**src/rtl/tick_timer_pkg.sv**
```systemverilog
package tick_timer_pkg;
  localparam int ADDR_W = 8;

  localparam logic [ADDR_W-1:0] OFS_DIV0  = 8'h00;
  localparam logic [ADDR_W-1:0] OFS_DATA0 = 8'h04;
  localparam logic [ADDR_W-1:0] OFS_CTRL0 = 8'h08;
  localparam logic [ADDR_W-1:0] OFS_DIV1  = 8'h10;
  localparam logic [ADDR_W-1:0] OFS_DATA1 = 8'h14;
  localparam logic [ADDR_W-1:0] OFS_CTRL1 = 8'h18;
  localparam logic [ADDR_W-1:0] OFS_TIME  = 8'h38;
  localparam logic [ADDR_W-1:0] OFS_WDOG  = 8'h40;
  localparam logic [ADDR_W-1:0] OFS_MASK  = 8'h48;
  localparam logic [ADDR_W-1:0] OFS_ACK   = 8'h4C;
  localparam logic [ADDR_W-1:0] OFS_RAW   = 8'h50;
  localparam logic [ADDR_W-1:0] OFS_MSKD  = 8'h54;

  localparam logic [1:0] SZ_WORD = 2'd2;

  typedef enum logic [1:0] {
    OP_LOAD = 2'd0,
    OP_HOLD = 2'd1,
    OP_RUN  = 2'd2,
    OP_BAD  = 2'd3
  } tmrOp_e;

  // strobes from control to datapath
  typedef struct packed {
    logic reload;
    logic periodic;
    logic single;
  } tmrStrobe_t;
endpackage

```
**src/rtl/tick_timer_ctrl.sv**
```systemverilog
module tick_timer_ctrl
  import tick_timer_pkg::*;
#(
  parameter int DATA_W = 32,
  parameter int SEL_W  = 3
) (
  input  logic              clk,
  input  logic              rst,
  input  logic              busSel,
  input  logic              busWrite,
  input  logic [ADDR_W-1:0] busAddr,
  input  logic [1:0]        busSize,
  input  logic [DATA_W-1:0] busWdata,
  output logic [DATA_W-1:0] busRdata,
  output logic              busErr,
  input  logic [DATA_W-1:0] count,
  input  logic [DATA_W-1:0] timeCnt,
  input  logic              expire,
  output tmrStrobe_t        st,
  output logic [SEL_W-1:0]  clkSel,
  output logic [DATA_W-1:0] divisor,
  output logic              rawIrq,
  output logic              irq
);
  localparam int SEL_LSB = 2;
  localparam logic [DATA_W-1:0] CTRL_RST = DATA_W'(OP_HOLD);

  logic [DATA_W-1:0] ctrlReg, div1Reg, ctrl1Reg, wdogReg, maskReg;
  logic wrOk, rdOk, ackClr;
  tmrOp_e opNow;

  assign busErr = busSel && (busSize != SZ_WORD);
  assign wrOk   = busSel && busWrite && !busErr;
  assign rdOk   = busSel && !busWrite && !busErr;
  assign ackClr = wrOk && (busAddr == OFS_ACK) && busWdata[0];

  assign opNow  = tmrOp_e'(ctrlReg[1:0]);
  assign clkSel = ctrlReg[SEL_LSB +: SEL_W];

  assign st.reload   = wrOk && (busAddr == OFS_CTRL0) && (busWdata[1:0] == OP_LOAD);
  assign st.periodic = (opNow == OP_RUN);
  assign st.single   = (opNow == OP_LOAD);

  always_ff @(posedge clk) begin
    if (rst) begin
      divisor  <= '0;
      ctrlReg  <= CTRL_RST;
      div1Reg  <= '0;
      ctrl1Reg <= '0;
      wdogReg  <= '0;
      maskReg  <= '0;
    end else if (wrOk) begin
      case (busAddr)
        OFS_DIV0:  divisor  <= busWdata;
        OFS_CTRL0: ctrlReg  <= busWdata;
        OFS_DIV1:  div1Reg  <= busWdata;
        OFS_CTRL1: ctrl1Reg <= busWdata;
        OFS_WDOG:  wdogReg  <= busWdata;
        OFS_MASK:  maskReg  <= busWdata;
        default: ;
      endcase
    end
  end

  // a new expiry wins over a same-cycle acknowledge
  always_ff @(posedge clk) begin
    if (rst) rawIrq <= 1'b0;
    else     rawIrq <= (rawIrq && !ackClr) || expire;
  end

  assign irq = rawIrq && maskReg[0];

  always_comb begin
    busRdata = '0;
    if (rdOk) begin
      case (busAddr)
        OFS_DIV0:  busRdata = divisor;
        OFS_DATA0: busRdata = count;
        OFS_CTRL0: busRdata = ctrlReg;
        OFS_DIV1:  busRdata = div1Reg;
        OFS_CTRL1: busRdata = ctrl1Reg;
        OFS_TIME:  busRdata = timeCnt;
        OFS_WDOG:  busRdata = wdogReg;
        OFS_MASK:  busRdata = maskReg;
        OFS_RAW:   busRdata = DATA_W'(rawIrq);
        OFS_MSKD:  busRdata = DATA_W'(irq);
        default:   busRdata = '0;
      endcase
    end
  end
endmodule

```
**src/rtl/tick_timer_dp.sv**
```systemverilog
module tick_timer_dp
  import tick_timer_pkg::*;
#(
  parameter int DATA_W   = 32,
  parameter int SEL_W    = 3,
  parameter int N_SRC    = 4,
  parameter int SRC_BASE = 4
) (
  input  logic              clk,
  input  logic              rst,
  input  tmrStrobe_t        st,
  input  logic [SEL_W-1:0]  clkSel,
  input  logic [DATA_W-1:0] divisor,
  input  logic [N_SRC-1:0]  srcTick,
  input  logic              refTick,
  output logic [DATA_W-1:0] count,
  output logic [DATA_W-1:0] timeCnt,
  output logic              expire
);
  logic [N_SRC-1:0] srcHit;
  logic tick, atZero, armed;

  for (genvar i = 0; i < N_SRC; i++) begin : g_src
    assign srcHit[i] = srcTick[i] && (clkSel == SEL_W'(SRC_BASE + i));
  end

  assign tick   = |srcHit;
  assign atZero = (count == '0);
  assign expire = !st.reload && tick && atZero && (st.periodic || (st.single && armed));

  always_ff @(posedge clk) begin
    if (rst) begin
      count <= '0;
      armed <= 1'b0;
    end else if (st.reload) begin
      count <= divisor;
      armed <= 1'b1;
    end else if (tick && st.periodic) begin
      count <= atZero ? divisor : count - 1'b1;
    end else if (tick && st.single && armed) begin
      if (atZero) armed <= 1'b0;
      else        count <= count - 1'b1;
    end
  end

  always_ff @(posedge clk) begin
    if (rst)          timeCnt <= '0;
    else if (refTick) timeCnt <= timeCnt + 1'b1;
  end
endmodule

```
**src/rtl/tick_timer.sv**
```systemverilog
module tick_timer
  import tick_timer_pkg::*;
#(
  parameter int DATA_W   = 32,
  parameter int SEL_W    = 3,
  parameter int N_SRC    = 4,
  parameter int SRC_BASE = 4
) (
  input  logic              clk,
  input  logic              rst,
  input  logic              busSel,
  input  logic              busWrite,
  input  logic [7:0]        busAddr,
  input  logic [1:0]        busSize,
  input  logic [DATA_W-1:0] busWdata,
  output logic [DATA_W-1:0] busRdata,
  output logic              busErr,
  input  logic [N_SRC-1:0]  srcTick,
  input  logic              refTick,
  output logic              irq
);
  tmrStrobe_t        st;
  logic [SEL_W-1:0]  clkSel;
  logic [DATA_W-1:0] divisor, count, timeCnt;
  logic              expire, rawIrq;

  tick_timer_ctrl #(.DATA_W(DATA_W), .SEL_W(SEL_W)) u_ctrl (
    .clk(clk), .rst(rst), .busSel(busSel), .busWrite(busWrite),
    .busAddr(busAddr), .busSize(busSize), .busWdata(busWdata),
    .busRdata(busRdata), .busErr(busErr), .count(count),
    .timeCnt(timeCnt), .expire(expire), .st(st), .clkSel(clkSel),
    .divisor(divisor), .rawIrq(rawIrq), .irq(irq)
  );

  tick_timer_dp #(.DATA_W(DATA_W), .SEL_W(SEL_W), .N_SRC(N_SRC),
                  .SRC_BASE(SRC_BASE)) u_dp (
    .clk(clk), .rst(rst), .st(st), .clkSel(clkSel), .divisor(divisor),
    .srcTick(srcTick), .refTick(refTick), .count(count),
    .timeCnt(timeCnt), .expire(expire)
  );
endmodule

```
**config.mk**
```make
export PLATFORM = sky130hd
export DESIGN_NAME = tick_timer
export DESIGN_NICKNAME = d
export VERILOG_FILES = /design/src/rtl/tick_timer_pkg.sv /design/src/rtl/tick_timer_ctrl.sv /design/src/rtl/tick_timer_dp.sv /design/src/rtl/tick_timer.sv
export SDC_FILE = /design/constraint.sdc
export NUM_CORES = 1
export LEC_CHECK = 0
export ABC_AREA = 1
export BUFFER_PORTS_ARGS = -buffer_cell sky130_fd_sc_hd__buf_2
export CORE_UTILIZATION = 45
export CTS_BUF_LIST = sky130_fd_sc_hd__clkbuf_8 sky130_fd_sc_hd__clkbuf_16
export DETAILED_ROUTE_END_ITERATION = 7
export SLEW_MARGIN = 20
export SYNTH_ARGS = -nofsm -noshare
export SYNTH_HDL_FRONTEND = slang
export SYNTH_SLANG_ARGS = --single-unit
```
**constraint.sdc**
```tcl
create_clock -name clk -period 2.7 [get_ports clk]
set_clock_uncertainty 0.1 [all_clocks]
set_input_delay 0.27 -clock clk [delete_from_list [all_inputs] [get_ports clk]]
set_output_delay 0.27 -clock clk [all_outputs]
set_load 0.02 [all_outputs]
```
==> results of run 1 <==
==> worst max-delay path, stage by stage <==
cell	delay [ns]
buf_2	0.09
inv_1	0.07
nand3_1	0.19
inv_1	0.10
nand2_1	0.24
clkinvlp_4	0.40
nand2_1	0.16
nand4_1	0.10
nor3_1	0.28
nor2_1	0.07
buf_2	0.16
==> state kept, by name (all words and copies together) (netlist names) <==
name             flops
u_dp.count          32
u_ctrl.maskReg      32
u_dp.armed           1
u_ctrl.ctrlReg      32
u_dp.timeCnt        32
u_ctrl.divisor      32
u_ctrl.rawIrq        1
u_ctrl.wdogReg      32
u_ctrl.ctrl1Reg     32
u_ctrl.div1Reg      32
==> cells by family after synthesis <==
group	count (synthesis)	share of synthesized area
fa+ha+maj	2	0.001972
flops	258	0.4071
xor+xnor	22	0.01519
simple gates	963	0.3207
buf+inv	245	0.07968
compound gates	406	0.1753
==> layout make-up <==
| cell class | count | area, um2 | area share |
|---|---|---|---|
| antenna | 1 | 2.502 | 0.0001667 |
| clock buffer | 38 | 849.6 | 0.05658 |
| clock inverter | 15 | 137.6 | 0.009166 |
| inverter | 142 | 539.3 | 0.03591 |
| multi-input combinational | 1393 | 6520 | 0.4342 |
| sequential | 258 | 5165 | 0.3440 |
| tap | 378 | 473.0 | 0.03150 |
| timing repair buffer | 169 | 1329 | 0.08849 |
==> through the flow <==
stage	setup WS, ns	power (mW)	area, um2
floorplan	0.7039	4.014	12690
CTS	0.1334	8.228	15010
global placement	0.1844	4.160	13690
global route	0.01026	8.409	15010
detailed placement	0.1416	4.162	13690
finish	0.1850	8.195	15020
==> layout by cell type, fill, tap and decap left out, types with 33 or more instances in the layout <==
cell type      synthesis  final
nor2_1               438    436
nand2_1              330    330
dfxtp_1              258    258
o21ai_0              235    235
inv_1                134    139
a21oi_1               98     98
nand3_1               89     89
buf_2                 25     84
nor3_1                37     37
buf_4                  6     37
dlygate4sd3_1          0     33
==> cell usage after synthesis, types with 7 or more instances <==
| cell type | number |
|---|---|
| a21oi_1 | 98 |
| nor3_1 | 37 |
| o22ai_1 | 12 |
| a22o_1 | 18 |
| clkbuf_1 | 65 |
| o21ai_1 | 13 |
| xor2_1 | 16 |
| o2111ai_1 | 14 |
| buf_2 | 25 |
| nor2_2 | 9 |
| nand3_1 | 89 |
| nand3b_1 | 7 |
| nand4_1 | 28 |
| nor2_1 | 438 |
| nand2_1 | 330 |
| inv_1 | 134 |
| dfxtp_1 | 258 |
| o21ai_0 | 235 |
| inv_2 | 7 |
==> timing repair <==
action / 4_1_cts / 5_1_grt
endpoints found under the hold margin: 174 / 0
resized for setup: 0 / 1
hold buffers: 33 / 0
endpoints found under the setup margin: 0 / 2
==> report_power, final <==
part | switching (mW) | internal (mW)
clock | 1.68 | 2.39
combinational | 0.194 | 0.114
sequential | 0.00362 | 3.81
==> final timing paths <==
kind                 startpoint                 end  slack (ns)  cells after the start
min reg2reg  u_ctrl.ctrl1Reg[0]  u_ctrl.ctrl1Reg[0]        0.37                      2
min                  busAddr[0]       u_ctrl.rawIrq        0.02                      5
max reg2reg     u_dp.timeCnt[0]    u_dp.timeCnt[28]        0.32                     10
max                  busAddr[5]        busRdata[19]        0.19                     11
==> layer usage <==
layer  up-vias  global-route usage  share of wire
met5         -                   0              0
met4         0             0.08265          0.023
met3        70             0.07233          0.094
met2       554              0.5080           0.44
met1      6175              0.4609           0.44
li1       6400                   -              -
==> summary.md, run 1 <==
| Metric | Value |
|---|---|
| Run status | complete, no violations |
| Synth top area share | 0.4071 |
| Critical Path Source Type | input pin |
| Worst min path class | input pin to register |
| Synth top area cells | dfxtp_1, nor2_1, nand2_1 |
| Leak pwr | 6.049 nW |
| Synth Instances | 1896 |
| DRT antenna net count | 0 |
| Synth area leader | dfxtp_1 |
| Syn avg cell area | 6.692 um2 |
| Worst skew pair latency | 0.57 ns |
| H-tree lvl count | 1 |
| RSZ-0062 raised after global routing | false |
| Via count | 13200 |
| Pwr dens | 545.8 nW/um2 |
| Setup_tns | 0 ns |
| DRC violation count after routing | 0 |
| Initial Util | 0.4567 |
| Seq/Total Area, Yosys | 0.4071 |
| Core Util, Final | 0.5405 |
| Routed WL | 47590 um |
| Yosys reg bits | 258 |
| Initial antenna violation count | 1 |
| DP Cell Count | 2307 |
| Synth Cell Area | 12690 um2 |
| DIE AREA | 28870 um2 |
| Max Slew Vio Count | 0 |
| CTS tree | yes |
| Total of max-cap violations | 0 |
| Ports | 85 |
| EDFF count, synth | 0 |
| Final Hold Slack | 0.01822 ns |
| Largest net degree at the start of global routing | 60 |
| Post-CTS Setup Bufs | 0 |
| TritonCTS buffer count | 29 |
| Max Clk Rate | 0.3976 GHz |
| Layout cells sized above 1 | 0.1127 |
| Setup-failing EPs final | 0 |
| Fillers | 2830 |
| IO Port Bufs | 84 |
| Die Span Y | 169.9 um |
| Rows | 61 |
| Type of the worst setup path | input pin to output port |
| CP Capture Type | output port |
| Slew HR | 0.3339 |
| Initial drt markers | 1420 |
| Post-synth cell types | 48 |
| Final min period | 2.515 ns |
| Vias per Instance | 5.513 |
| Worst-Margin Slew | 0.9991 ns |
| CTS max path bufs | 3 |
| Worst EP arrival | 2.14 ns |
| Ys flop type | dfxtp_1 |
| Routed wire length per instance | 19.88 um |
| Max IR drop VDD | 0.0004679 V |
| GRT Total Usage | 0.3287 |
| Gr ovfl total | 0 |
| Syn_nets | 1949 |
| Period utilisation layout | 0.9315 |
| Synth Warn # | 0 |
| Final #Nets | 2046 |
| Initial DRT Pass Iterations | 6 |
| Vias in the first global route | 11910 |
| CTS Sinks | 258 |
| DP HPWL | 32400 um |
| First-pass GRT wire length | 71790 um |
| Max Fanout on Critical Path | 9 |
| Ys async rst share | 0 |
| Worst Path Required | 2.33 ns |
| Synth-to-Final Area Change | 18.35% |
| Core box area | 27780 um2 |
| Final Hold Viols | 0 |
| Die X | 169.9 um |
| Root buffer cell | clkbuf_16 |
| Fin cells | 2394 |
| Clk slew on worst S/H paths | 0.06 ns |
| Placer Congestion | 0.9576 |
Power figures use the tool's default switching activity.
==> run 2, diff against run 1 <==
Settings changed: GPL_ROUTABILITY_DRIVEN set to 1, PLACE_DENSITY set to 0.6, SYNTH_HIERARCHICAL set to 1.
==> summary.md, run 2 <==
| Metric | Value |
|---|---|
| Initial antenna violation count | 0 |
| Max IR drop VDD | 0.0004953 V |
| Gr ovfl total | 0 |
| Placer Congestion | 0.9840 |
| Die Span Y | 174.1 um |
| DRC violation count after routing | 0 |
| Period utilisation layout | 0.9324 |
| Placed cell area | 14170 um2 |
| Fin area | 15460 um2 |
| Most frequent cells in the layout | nor2_1, nand2_1, dfxtp_1, o21ai_0, nand3_1 |
| Ys async rst share | 0 |
| Top-count cell post-synth | nor2_1 |
| TritonCTS buffer count | 29 |
| Ys flop type | dfxtp_1 |
| Buf/Inv on CP | 5 |
| Layout cells sized above 1 | 0.1203 |
| Synth top area cells | dfxtp_1, nor2_1, nand2_1 |
| GRT Total Usage | 0.3206 |
| CTS max path bufs | 3 |
| Worst Path Required | 2.33 ns |
| Vias per Instance | 5.467 |
| Max Clk Rate | 0.3972 GHz |
| Seq/Total Area, Yosys | 0.3874 |
| Synth Cell Area | 13330 um2 |
| Max Slew Vio Count | 0 |
| Slew HR | 0.4654 |
| Leak pwr | 6.708 nW |
| Core box area | 28940 um2 |
| P_int | 6.272 mW |
| Reg2reg setup slack | 0.25 ns |
| Synth Warn # | 6 |
| First-pass GRT wire length | 75560 um |
| Clk slew on worst S/H paths | 0.06 ns |
| RSZ-0062 raised after global routing | false |
| Crit path to | busRdata[4] |
| Comb pwr share | 0.041 |
| DP HPWL | 33730 um |
| Synth top area share | 0.3874 |
| Initial drt markers | 1429 |
| Commonest non-fill, non-tap cell in the layout | nor2_1 |
| Max Fanout on Critical Path | 22 |
| CTS Sinks | 258 |
| Antenna diodes | 0 |
| Setup-failing EPs final | 0 |
| Die X | 174.1 um |
| Sequential power share | 0.470 |
| Critical Path Source Type | input pin |
| EDFF count, synth | 0 |
| Net Switching | 1.846 mW |
| DRT antenna net count | 0 |
| CP Capture Type | output port |
| Crit path largest cell delay | 0.29 ns |
| Number of stages on the worst setup path | 12 |
| H-tree lvl count | 1 |
| Largest net degree at the start of global routing | 165 |
| Via count | 13920 |
| Initial Util | 0.4608 |
| Synth Instances | 2055 |
| Final #Nets | 2194 |
| Rows | 62 |
| Yosys reg bits | 258 |
| Total of max-cap violations | 0 |
| Ports | 85 |
| Run status | complete, no violations |
| DIE AREA | 30320 um2 |
| Syn avg cell area | 6.489 um2 |
| Post-synth cell types | 37 |
| Final Hold Viols | 0 |
| RR Endpoint | u_dp/count[8] |
| Setup_tns | 0 ns |
| Final Hold Slack | 0.1159 ns |
| Synth area leader | dfxtp_1 |
| Routed WL | 48780 um |
| Slowest cell on crit path | buf_4 |
| R2r startpoint | u_dp/count[0] |
| Final min period | 2.518 ns |
| Commonest cells post-synth | nor2_1, nand2_1, dfxtp_1 |
| Clock network power share | 0.489 |
| Worst skew pair latency | 0.55 ns |
| Pwr dens | 525.0 nW/um2 |
| CTS tree | yes |
| Vias in the first global route | 12840 |
| CP startpoint | busAddr[5] |
| Syn_nets | 2108 |
| Most used cell, CP | nand2_1 |
| Root buffer cell | clkbuf_16 |
| R2R depth | 13 |
| Synth-to-Final Area Change | 15.96% |
| Initial DRT Pass Iterations | 7 |
| Routed wire length per instance | 19.16 um |
| Worst-Margin Slew | 0.8020 ns |
| Type of the worst setup path | input pin to output port |
| Sw frac | 0.2274 |
| Crit-path cells | buf_2 -> nor2_1 -> nand2_1 -> inv_1 -> buf_4 -> nand2_1 -> clkinv_2 -> nand2_1 -> nand2_1 -> nor2_1 -> a21oi_1 -> buf_2 |
| Worst Hold Depth | 4 |
| IO Port Bufs | 84 |
| CP top delay family | buffers and inverters |
| Worst EP arrival | 2.15 ns |
| Worst min path class | input pin to register |
[run 2: power by group through the flow]
stage,clock (mW),sequential (mW),combinational (mW)
4_1_cts,4.03,3.82,0.328
5_1_grt,4.21,3.81,0.359
2_1_floorplan,0,3.90,0.133
3_3_place_gp,0,3.90,0.289
6_report,3.97,3.82,0.333
3_5_place_dp,0,3.90,0.290
[run 2: what timing repair did]
action                                  4_1_cts  5_1_grt
endpoints found under the setup margin        0        3
hold buffers                                 34        0
endpoints found under the hold margin       147        0
gates resized for setup                       0        1
setup buffers                                 0        0
[run 2: cells by family after synthesis]
group | share of synthesized area
compound gates | 0.1489
xor+xnor | 0.02036
fa+ha+maj | 0.001876
buf+inv | 0.09337
flops | 0.3874
simple gates | 0.3481
[run 2: worst min-delay path by stage]
stage / from / end
after floorplan: busWdata[12] / u_ctrl/wdogReg[12]
after CTS: busAddr[2] / u_ctrl/rawIrq
after global routing: busAddr[2] / u_ctrl/rawIrq
after detailed placement: u_ctrl/ctrl1Reg[13] / u_ctrl/ctrl1Reg[13]
final: busAddr[2] / u_ctrl/rawIrq
after global placement: u_ctrl/maskReg[19] / u_ctrl/maskReg[19]
[run 2: per-layer routing]
metal / global-route usage / vias up / part of all wire
met4: 0.08845 / 0 / 0.026
met5: 0 / - / 0
li1: - / 6788 / -
met3: 0.05249 / 86 / 0.082
met2: 0.4948 / 538 / 0.43
met1: 0.4589 / 6508 / 0.46
[run 2: final cells by class]
class                   instances  area, um2
repair buffers                172       1291
well taps                     384      480.5
clock inverters                18      155.1
fillers                      2916      13470
flip-flops and latches        258       5165
multi-input cells            1509       6932
inverters                     171      644.4
clock buffers                  34      794.5
[run 2: per-stage QoR]
step / std cells / utilization / total power [mW] / worst slack, ns
4_1_cts: 2546 / 0.5343 / 8.171 / 0.1713
5_1_grt: 2546 / 0.5344 / 8.379 / 0.04395
2_1_floorplan: 2055 / - / 4.031 / 0.5095
6_report: 2546 / 0.5344 / 8.118 / 0.1825
3_3_place_gp: 2460 / 0.4898 / 4.189 / 0.2258
3_5_place_dp: 2460 / 0.4898 / 4.190 / 0.1697
[run 2: worst min-delay path: cells and delay by family]
| kind | cells | cell delay, ns |
|---|---|---|
| simple gates | 1 | 0.12 |
| buf+inv | 1 | 0.12 |
| compound gates | 2 | 0.22 |
